--- config.mk ---
export PLATFORM = sky130hd
export DESIGN_NAME = acc_cpu_core
export DESIGN_NICKNAME = d
export VERILOG_FILES = /design/src/rtl/acc_cpu_pkg.sv /design/src/rtl/acc_cpu_alu.sv /design/src/rtl/acc_cpu_ctrl.sv /design/src/rtl/acc_cpu_datapath.sv /design/src/rtl/acc_cpu_core.sv
export SDC_FILE = /design/constraint.sdc
export NUM_CORES = 1
export LEC_CHECK = 0
export ABC_AREA = 1
export ABC_CLOCK_PERIOD_IN_PS = 7800
export BUFFER_PORTS_ARGS = -buffer_cell sky130_fd_sc_hd__buf_2
export CAP_MARGIN = 20
export CORE_MARGIN = 4
export CORE_UTILIZATION = 50
export CTS_BUF_LIST = sky130_fd_sc_hd__clkbuf_4 sky130_fd_sc_hd__clkbuf_8
export CTS_CLUSTER_SIZE = 24
export DETAILED_ROUTE_END_ITERATION = 10
export GPL_ROUTABILITY_DRIVEN = 0
export PLACE_DENSITY = 0.74
export SYNTH_ARGS = -nofsm -noshare
export SYNTH_HDL_FRONTEND = slang
export SYNTH_HIERARCHICAL = 1
export SYNTH_SLANG_ARGS = --single-unit
--- constraint.sdc ---
create_clock -name clk -period 7.8 [get_ports clk]
set_input_delay 0 -clock clk [delete_from_list [all_inputs] [get_ports clk]]
set_output_delay 0 -clock clk [all_outputs]
set_load 0.1 [all_outputs]
--- src/rtl/acc_cpu_pkg.sv ---
package acc_cpu_pkg;

  localparam int unsigned OPC_W = 4;

  typedef enum logic [OPC_W-1:0] {
    OP_HALT  = 4'd0,
    OP_LOAD  = 4'd1,
    OP_STORE = 4'd2,
    OP_ADD   = 4'd3,
    OP_SUB   = 4'd4
  } opcode_e;

  typedef enum logic [3:0] {
    S_F_MAR, S_F_INC, S_F_RD, S_F_CAP, S_F_CIR, S_DEC,
    S_X_MAR, S_X_RD, S_X_CAP, S_X_ALU, S_X_MDR, S_X_WR, S_HALT
  } state_e;

  typedef enum logic [1:0] {
    ALU_PASS = 2'd0,
    ALU_ADD  = 2'd1,
    ALU_SUB  = 2'd2
  } alu_op_e;

  typedef struct packed {
    logic    mar_from_pc;
    logic    mar_from_cir;
    logic    pc_inc;
    logic    mdr_from_mem;
    logic    mdr_from_acc;
    logic    cir_load;
    logic    acc_load;
    alu_op_e alu_op;
    logic    rd;
    logic    wr;
  } ctl_t;

endpackage

--- src/rtl/acc_cpu_alu.sv ---
module acc_cpu_alu import acc_cpu_pkg::*; #(
  parameter int DATA_W = 16
) (
  input  alu_op_e           op,
  input  logic [DATA_W-1:0] acc_in,
  input  logic [DATA_W-1:0] opnd,
  output logic [DATA_W-1:0] result
);
  always_comb begin
    unique case (op)
      ALU_ADD:  result = acc_in + opnd;
      ALU_SUB:  result = acc_in - opnd;
      default:  result = opnd;
    endcase
  end
endmodule

--- src/rtl/acc_cpu_ctrl.sv ---
module acc_cpu_ctrl import acc_cpu_pkg::*; (
  input  logic             clk,
  input  logic             rst_n,
  input  logic [OPC_W-1:0] opcode,
  output ctl_t             ctl,
  output logic             halted
);
  state_e state_q, state_d;

  always_ff @(posedge clk or negedge rst_n) begin
    if (!rst_n) state_q <= S_F_MAR;
    else        state_q <= state_d;
  end

  always_comb begin
    ctl     = '0;
    state_d = state_q;
    unique case (state_q)
      S_F_MAR: begin ctl.mar_from_pc  = 1'b1; state_d = S_F_INC; end
      S_F_INC: begin ctl.pc_inc       = 1'b1; state_d = S_F_RD;  end
      S_F_RD:  begin ctl.rd           = 1'b1; state_d = S_F_CAP; end
      S_F_CAP: begin ctl.mdr_from_mem = 1'b1; state_d = S_F_CIR; end
      S_F_CIR: begin ctl.cir_load     = 1'b1; state_d = S_DEC;   end
      S_DEC: begin
        case (opcode)
          OP_HALT:                          state_d = S_HALT;
          OP_LOAD, OP_STORE, OP_ADD, OP_SUB: state_d = S_X_MAR;
          default:                          state_d = S_F_MAR;
        endcase
      end
      S_X_MAR: begin
        ctl.mar_from_cir = 1'b1;
        state_d = (opcode == OP_STORE) ? S_X_MDR : S_X_RD;
      end
      S_X_RD:  begin ctl.rd           = 1'b1; state_d = S_X_CAP; end
      S_X_CAP: begin ctl.mdr_from_mem = 1'b1; state_d = S_X_ALU; end
      S_X_ALU: begin
        ctl.acc_load = 1'b1;
        case (opcode)
          OP_ADD:  ctl.alu_op = ALU_ADD;
          OP_SUB:  ctl.alu_op = ALU_SUB;
          default: ctl.alu_op = ALU_PASS;
        endcase
        state_d = S_F_MAR;
      end
      S_X_MDR: begin ctl.mdr_from_acc = 1'b1; state_d = S_X_WR;  end
      S_X_WR:  begin ctl.wr           = 1'b1; state_d = S_F_MAR; end
      S_HALT:  state_d = S_HALT;
      default: state_d = S_F_MAR;
    endcase
  end

  assign halted = (state_q == S_HALT);

  // the two strobes are mutually exclusive
  assert_strobe_excl_R3: assert property (@(posedge clk) disable iff (!rst_n)
    !(ctl.rd && ctl.wr));

  // halt is sticky until reset
  assert_halt_sticky_R9: assert property (@(posedge clk) disable iff (!rst_n)
    halted |=> halted);
endmodule

--- src/rtl/acc_cpu_datapath.sv ---
module acc_cpu_datapath import acc_cpu_pkg::*; #(
  parameter int ADDR_W = 12,
  parameter int DATA_W = 16
) (
  input  logic              clk,
  input  logic              rst_n,
  input  ctl_t              ctl,
  input  logic [DATA_W-1:0] rdata,
  output logic [ADDR_W-1:0] pc,
  output logic [ADDR_W-1:0] mar,
  output logic [DATA_W-1:0] mdr,
  output logic [DATA_W-1:0] cir,
  output logic [DATA_W-1:0] acc
);
  logic [DATA_W-1:0] alu_y;

  acc_cpu_alu #(.DATA_W(DATA_W)) u_alu (
    .op(ctl.alu_op), .acc_in(acc), .opnd(mdr), .result(alu_y)
  );

  always_ff @(posedge clk or negedge rst_n) begin
    if (!rst_n) begin
      pc  <= '0;
      mar <= '0;
      mdr <= '0;
      cir <= '0;
      acc <= '0;
    end else begin
      if (ctl.mar_from_pc)       mar <= pc;
      else if (ctl.mar_from_cir) mar <= cir[ADDR_W-1:0];
      if (ctl.pc_inc)            pc  <= pc + ADDR_W'(1);
      if (ctl.mdr_from_mem)      mdr <= rdata;
      else if (ctl.mdr_from_acc) mdr <= acc;
      if (ctl.cir_load)          cir <= mdr;
      if (ctl.acc_load)          acc <= alu_y;
    end
  end

  // the program counter only ever steps forward by one
  assert_pc_step_R2: assert property (@(posedge clk) disable iff (!rst_n)
    (pc != $past(pc)) |-> (pc == $past(pc) + ADDR_W'(1)));

  // the instruction register is filled only from the data register
  assert_cir_src_R2: assert property (@(posedge clk) disable iff (!rst_n)
    (cir != $past(cir)) |-> (cir == $past(mdr)));

  // every read strobe is followed by a capture into the data register
  assert_rd_capture_R13: assert property (@(posedge clk) disable iff (!rst_n)
    ctl.rd |=> ctl.mdr_from_mem);

  // while writing, the staged data equals the accumulator
  assert_wr_data_R8: assert property (@(posedge clk) disable iff (!rst_n)
    ctl.wr |-> (mdr == acc));
endmodule

--- src/rtl/acc_cpu_core.sv ---
module acc_cpu_core import acc_cpu_pkg::*; #(
  parameter  int ADDR_W = 12,
  localparam int DATA_W = OPC_W + ADDR_W
) (
  input  logic              clk,
  input  logic              rst_n,
  output logic [ADDR_W-1:0] mem_addr,
  output logic              mem_rd,
  output logic              mem_wr,
  output logic [DATA_W-1:0] mem_wdata,
  input  logic [DATA_W-1:0] mem_rdata,
  output logic              halted,
  output logic [ADDR_W-1:0] dbg_pc,
  output logic [ADDR_W-1:0] dbg_mar,
  output logic [DATA_W-1:0] dbg_mdr,
  output logic [DATA_W-1:0] dbg_cir,
  output logic [DATA_W-1:0] dbg_acc
);
  ctl_t              ctl;
  logic [ADDR_W-1:0] pc, mar;
  logic [DATA_W-1:0] mdr, cir, acc;

  acc_cpu_ctrl u_ctrl (
    .clk(clk), .rst_n(rst_n),
    .opcode(cir[DATA_W-1 -: OPC_W]),
    .ctl(ctl), .halted(halted)
  );

  acc_cpu_datapath #(.ADDR_W(ADDR_W), .DATA_W(DATA_W)) u_dp (
    .clk(clk), .rst_n(rst_n), .ctl(ctl), .rdata(mem_rdata),
    .pc(pc), .mar(mar), .mdr(mdr), .cir(cir), .acc(acc)
  );

  assign mem_addr  = mar;
  assign mem_wdata = mdr;
  assign mem_rd    = ctl.rd;
  assign mem_wr    = ctl.wr;
  assign dbg_pc    = pc;
  assign dbg_mar   = mar;
  assign dbg_mdr   = mdr;
  assign dbg_cir   = cir;
  assign dbg_acc   = acc;

  // the accumulator never moves straight off the read bus
  assert_acc_staged_R11: assert property (@(posedge clk) disable iff (!rst_n)
    (acc != $past(acc)) |-> (!$past(mem_rd) && !$past(mem_rd, 2)));

  // a write lasts one cycle and carries the accumulator
  assert_wr_single_R8: assert property (@(posedge clk) disable iff (!rst_n)
    mem_wr |=> !mem_wr);
  assert_wr_acc_R8: assert property (@(posedge clk) disable iff (!rst_n)
    mem_wr |-> (mem_wdata == acc));

  // a halted machine is quiet and frozen
  assert_halt_quiet_R9: assert property (@(posedge clk) disable iff (!rst_n)
    halted |-> (!mem_rd && !mem_wr));
  assert_halt_frozen_R9: assert property (@(posedge clk) disable iff (!rst_n)
    halted |=> ($stable(acc) && $stable(pc) && $stable(mar) && $stable(mdr)));
endmodule

==> impl_metrics.toml <==
[place]
pre_cts_slack_ps = 3746
dp_cells = 891
portBuffers = 120
hpwl_um = 10070

[hold_path]
min_path_type = "in -> async"

[critical_path]
required_ps = 7990
end_kind = "register"
path_max_fanout = 33
startpoint_type = "register"
critPathArrivalTime_ps = 4350
r2r.worst_path.cells = 24
r2r_end = "u_dp/acc[11]"
path_buf_inv = 6
worstSetupPathType = "reg -> reg"
path_delay_family = "simple AND/OR/NAND/NOR gates"
cp_slowest_cell = "inv_1"
rrSetupSlack_ps = 3650
crit_chain = "inv_1, nor2_1, nand2_1, inv_1, nand2_1, nor2_1, inv_1, ha_1, inv_2, nand2_1, o21ai_0, xor2_1, inv_1, ha_1, nand2_2, inv_1, a21oi_1, nand2_2, a21oi_2, nand2_1, nand3_1, nand2_1, nand2_1, o21ai_0"
r2r-start = "u_ctrl/state_q[3]"
worst_path_most_repeated_cell = "nand2_1"
crit_path_max_incr_delay_ps = 620

[sta]
skew_ps = 14.89
period_minus_slack_ps = 4154
report.final.slew_viol_count = 0
setup_viol = 0
max_freq_ghz = 0.2407
hold_viol = 0
relSlewSlack_pct = 36.56
finalSetupTns_ps = 0
finalWorstSetupSlack_ps = 3646
grt_setup_unrepaired = "no"
worst_pin_slew_ps = 951.6
period_share_pct = 53.26

[status]
status = "finished clean"

[floorplanning]
num_rows = 36
core_sq_um = 9864
start_util_pct = 51.62
die_w_um = 108.9
fp.dieH_um = 108.9
die-area_sq_um = 11860
ios = 121

[routing]
vias = 4828
viasPerCell = 5.225
ant_nets = 0
drc = 0
wirelength_um = 13880
initialDrtViolationCount = 289
firstDrtPassIters = 5
avgRoutedWirePerCell_um = 15.02

[logic_synthesis]
seq_area_frac_synth_pct = 37.35
synth_area_sq_um = 5092
syn_avg_cell_area_sq_um = 7.489
ys_types = 42
async_flop_share_pct = 100.0
ys_warn_count = 6
synth-seq-cells = 76
syn_inst = 680
synth-edff-count = 0
synth_ff_type = "dfrtp_1"
syn_nets = 717

[clocking]
htreeDepth = 3
path_clk_slew_ps = 90
clock_path_buffers = 2
cts_tree = "done"
cts_inserted_buffers = 9
post_cts_buffers = 0
worstSkewPairLatency_ps = 360
clock-sinks = 76
cts-root-buf = "clkbuf_8"

[global_route]
grt_usage_pct = 23.52
grt_max_degree = 77
grt_pass1_wl_um = 21980
antenna_found_initial = 0
first_global_vias = 4535
grt_overflow = 0

[layout]
area_delta_synth_final_pct = 17.27
drive_above_1_share_pct = 23.14
final_nets = 823
antennaDiodeCount = 0
fin_cells = 924

[job]
max-cap-violations = 0
[layer usage]
layer	up-vias	GRT usage, %	wire length [um]
li1	2354	-	-
met5	-	0	0
met3	29	3.671	900
met1	2244	32.11	6346
met4	0	8.115	263
met2	201	37.98	6365
[worst max path at each step]
| stage | slack (ps) | cells after the start | from | endpoint |
|---|---|---|---|---|
| 5_1_grt | 3220 | 24 | u_ctrl/state_q[3] | u_dp/acc[11] |
| 6_report | 3650 | 24 | u_ctrl/state_q[3] | u_dp/acc[11] |
| 3_3_place_gp | 3930 | 23 | u_ctrl/state_q[3] | u_dp/acc[8] |
| 3_5_place_dp | 3750 | 23 | u_ctrl/state_q[3] | u_dp/acc[8] |
| 4_1_cts | 3660 | 24 | u_ctrl/state_q[3] | u_dp/acc[11] |
| 2_1_floorplan | 4400 | 21 | u_dp/cir[14] | u_dp/acc[8] |
[timing repair]
item,CTS,global route
hold buffers,17,0
resized for setup,0,0
endpoints found under the hold margin,92,0
setup endpoints to repair,0,0
[metrics by stage]
step           utilization, %  hold WS, ps  area [sq um]
6_report                60.54        317.4          5972
5_1_grt                 60.54        399.9          5972
4_1_cts                 60.54        365.6          5972
3_5_place_dp            56.24        211.8          5548
3_3_place_gp            56.24        204.6          5548
2_1_floorplan               -       -295.6          5092
[cell families (layout without fill, tap and decap cells)]
kind of cell	Yosys count	after routing	synth area share, %
AOI/OAI and AO/OA	109	109	12.38
xor gates and xnor gates	18	18	3.096
adders and majority gates	19	19	4.816
buffers and inverters	135	246	13.24
DFF	76	76	37.35
muxes	16	16	3.538
and+or+nand+nor	307	307	25.58
[state kept, by name, indices dropped and copies added (netlist names)]
register and cells:
u_dp/mdr 16, u_ctrl/state_q 4, u_dp/acc 16, u_dp/mar 12, u_dp/cir 16, u_dp/pc 12
[area by class of cell]
| cell class | instances | area, sq um |
|---|---|---|
| Clock buffer | 9 | 123.9 |
| Sequential cell | 76 | 1902 |
| Clock inverter | 7 | 130.1 |
| Fill cell | 866 | 3892 |
| Multi-Input combinational cell | 469 | 2516 |
| Inverter | 90 | 337.8 |
| Tap cell | 133 | 166.4 |
| Timing Repair Buffer | 140 | 795.8 |
[synthesized netlist by cell type, types with 2 or more instances]
cell type | count | share of area [%]
a21oi_1 | 27 | 2.7
a21oi_2 | 2 | 0.34
buf_2 | 6 | 0.59
buf_4 | 28 | 4.1
buf_6 | 6 | 1.3
clkbuf_1 | 4 | 0.29
dfrtp_1 | 76 | 37
ha_1 | 18 | 4.4
inv_1 | 86 | 6.3
inv_2 | 4 | 0.29
mux2_2 | 16 | 3.5
nand2_1 | 183 | 13
nand2_2 | 7 | 0.86
nand3_1 | 27 | 2.7
nand3b_1 | 5 | 0.74
nand4_1 | 4 | 0.49
nor2_1 | 61 | 4.5
nor2_2 | 6 | 0.74
nor2_4 | 2 | 0.44
nor3_1 | 2 | 0.20
o211ai_1 | 16 | 2.4
o21ai_0 | 47 | 4.6
o21ai_1 | 6 | 0.59
o21ai_2 | 2 | 0.34
o22ai_1 | 4 | 0.49
or2_1 | 3 | 0.37
xnor2_1 | 2 | 0.34
xor2_1 | 16 | 2.8
[placed cells by master, fill, tap and decap left out, drive strengths merged, types with 2 or more instances in the layout]
cell,instances
nand2,190
buf,123
inv,94
dfrtp,76
nor2,69
o21ai,55
a21oi,29
nand3,27
ha,18
dlygate4sd3,17
o211ai,16
mux2,16
xor2,16
clkbuf,9
or2,6
nand3b,5
o22ai,4
nand4,4
bufinv,3
nor3,3
xnor2,2
o31ai,2
Power is left out: the tool's default activity adds up to more than one toggle a clock period on the data nets, which glitch-free logic cannot reach.
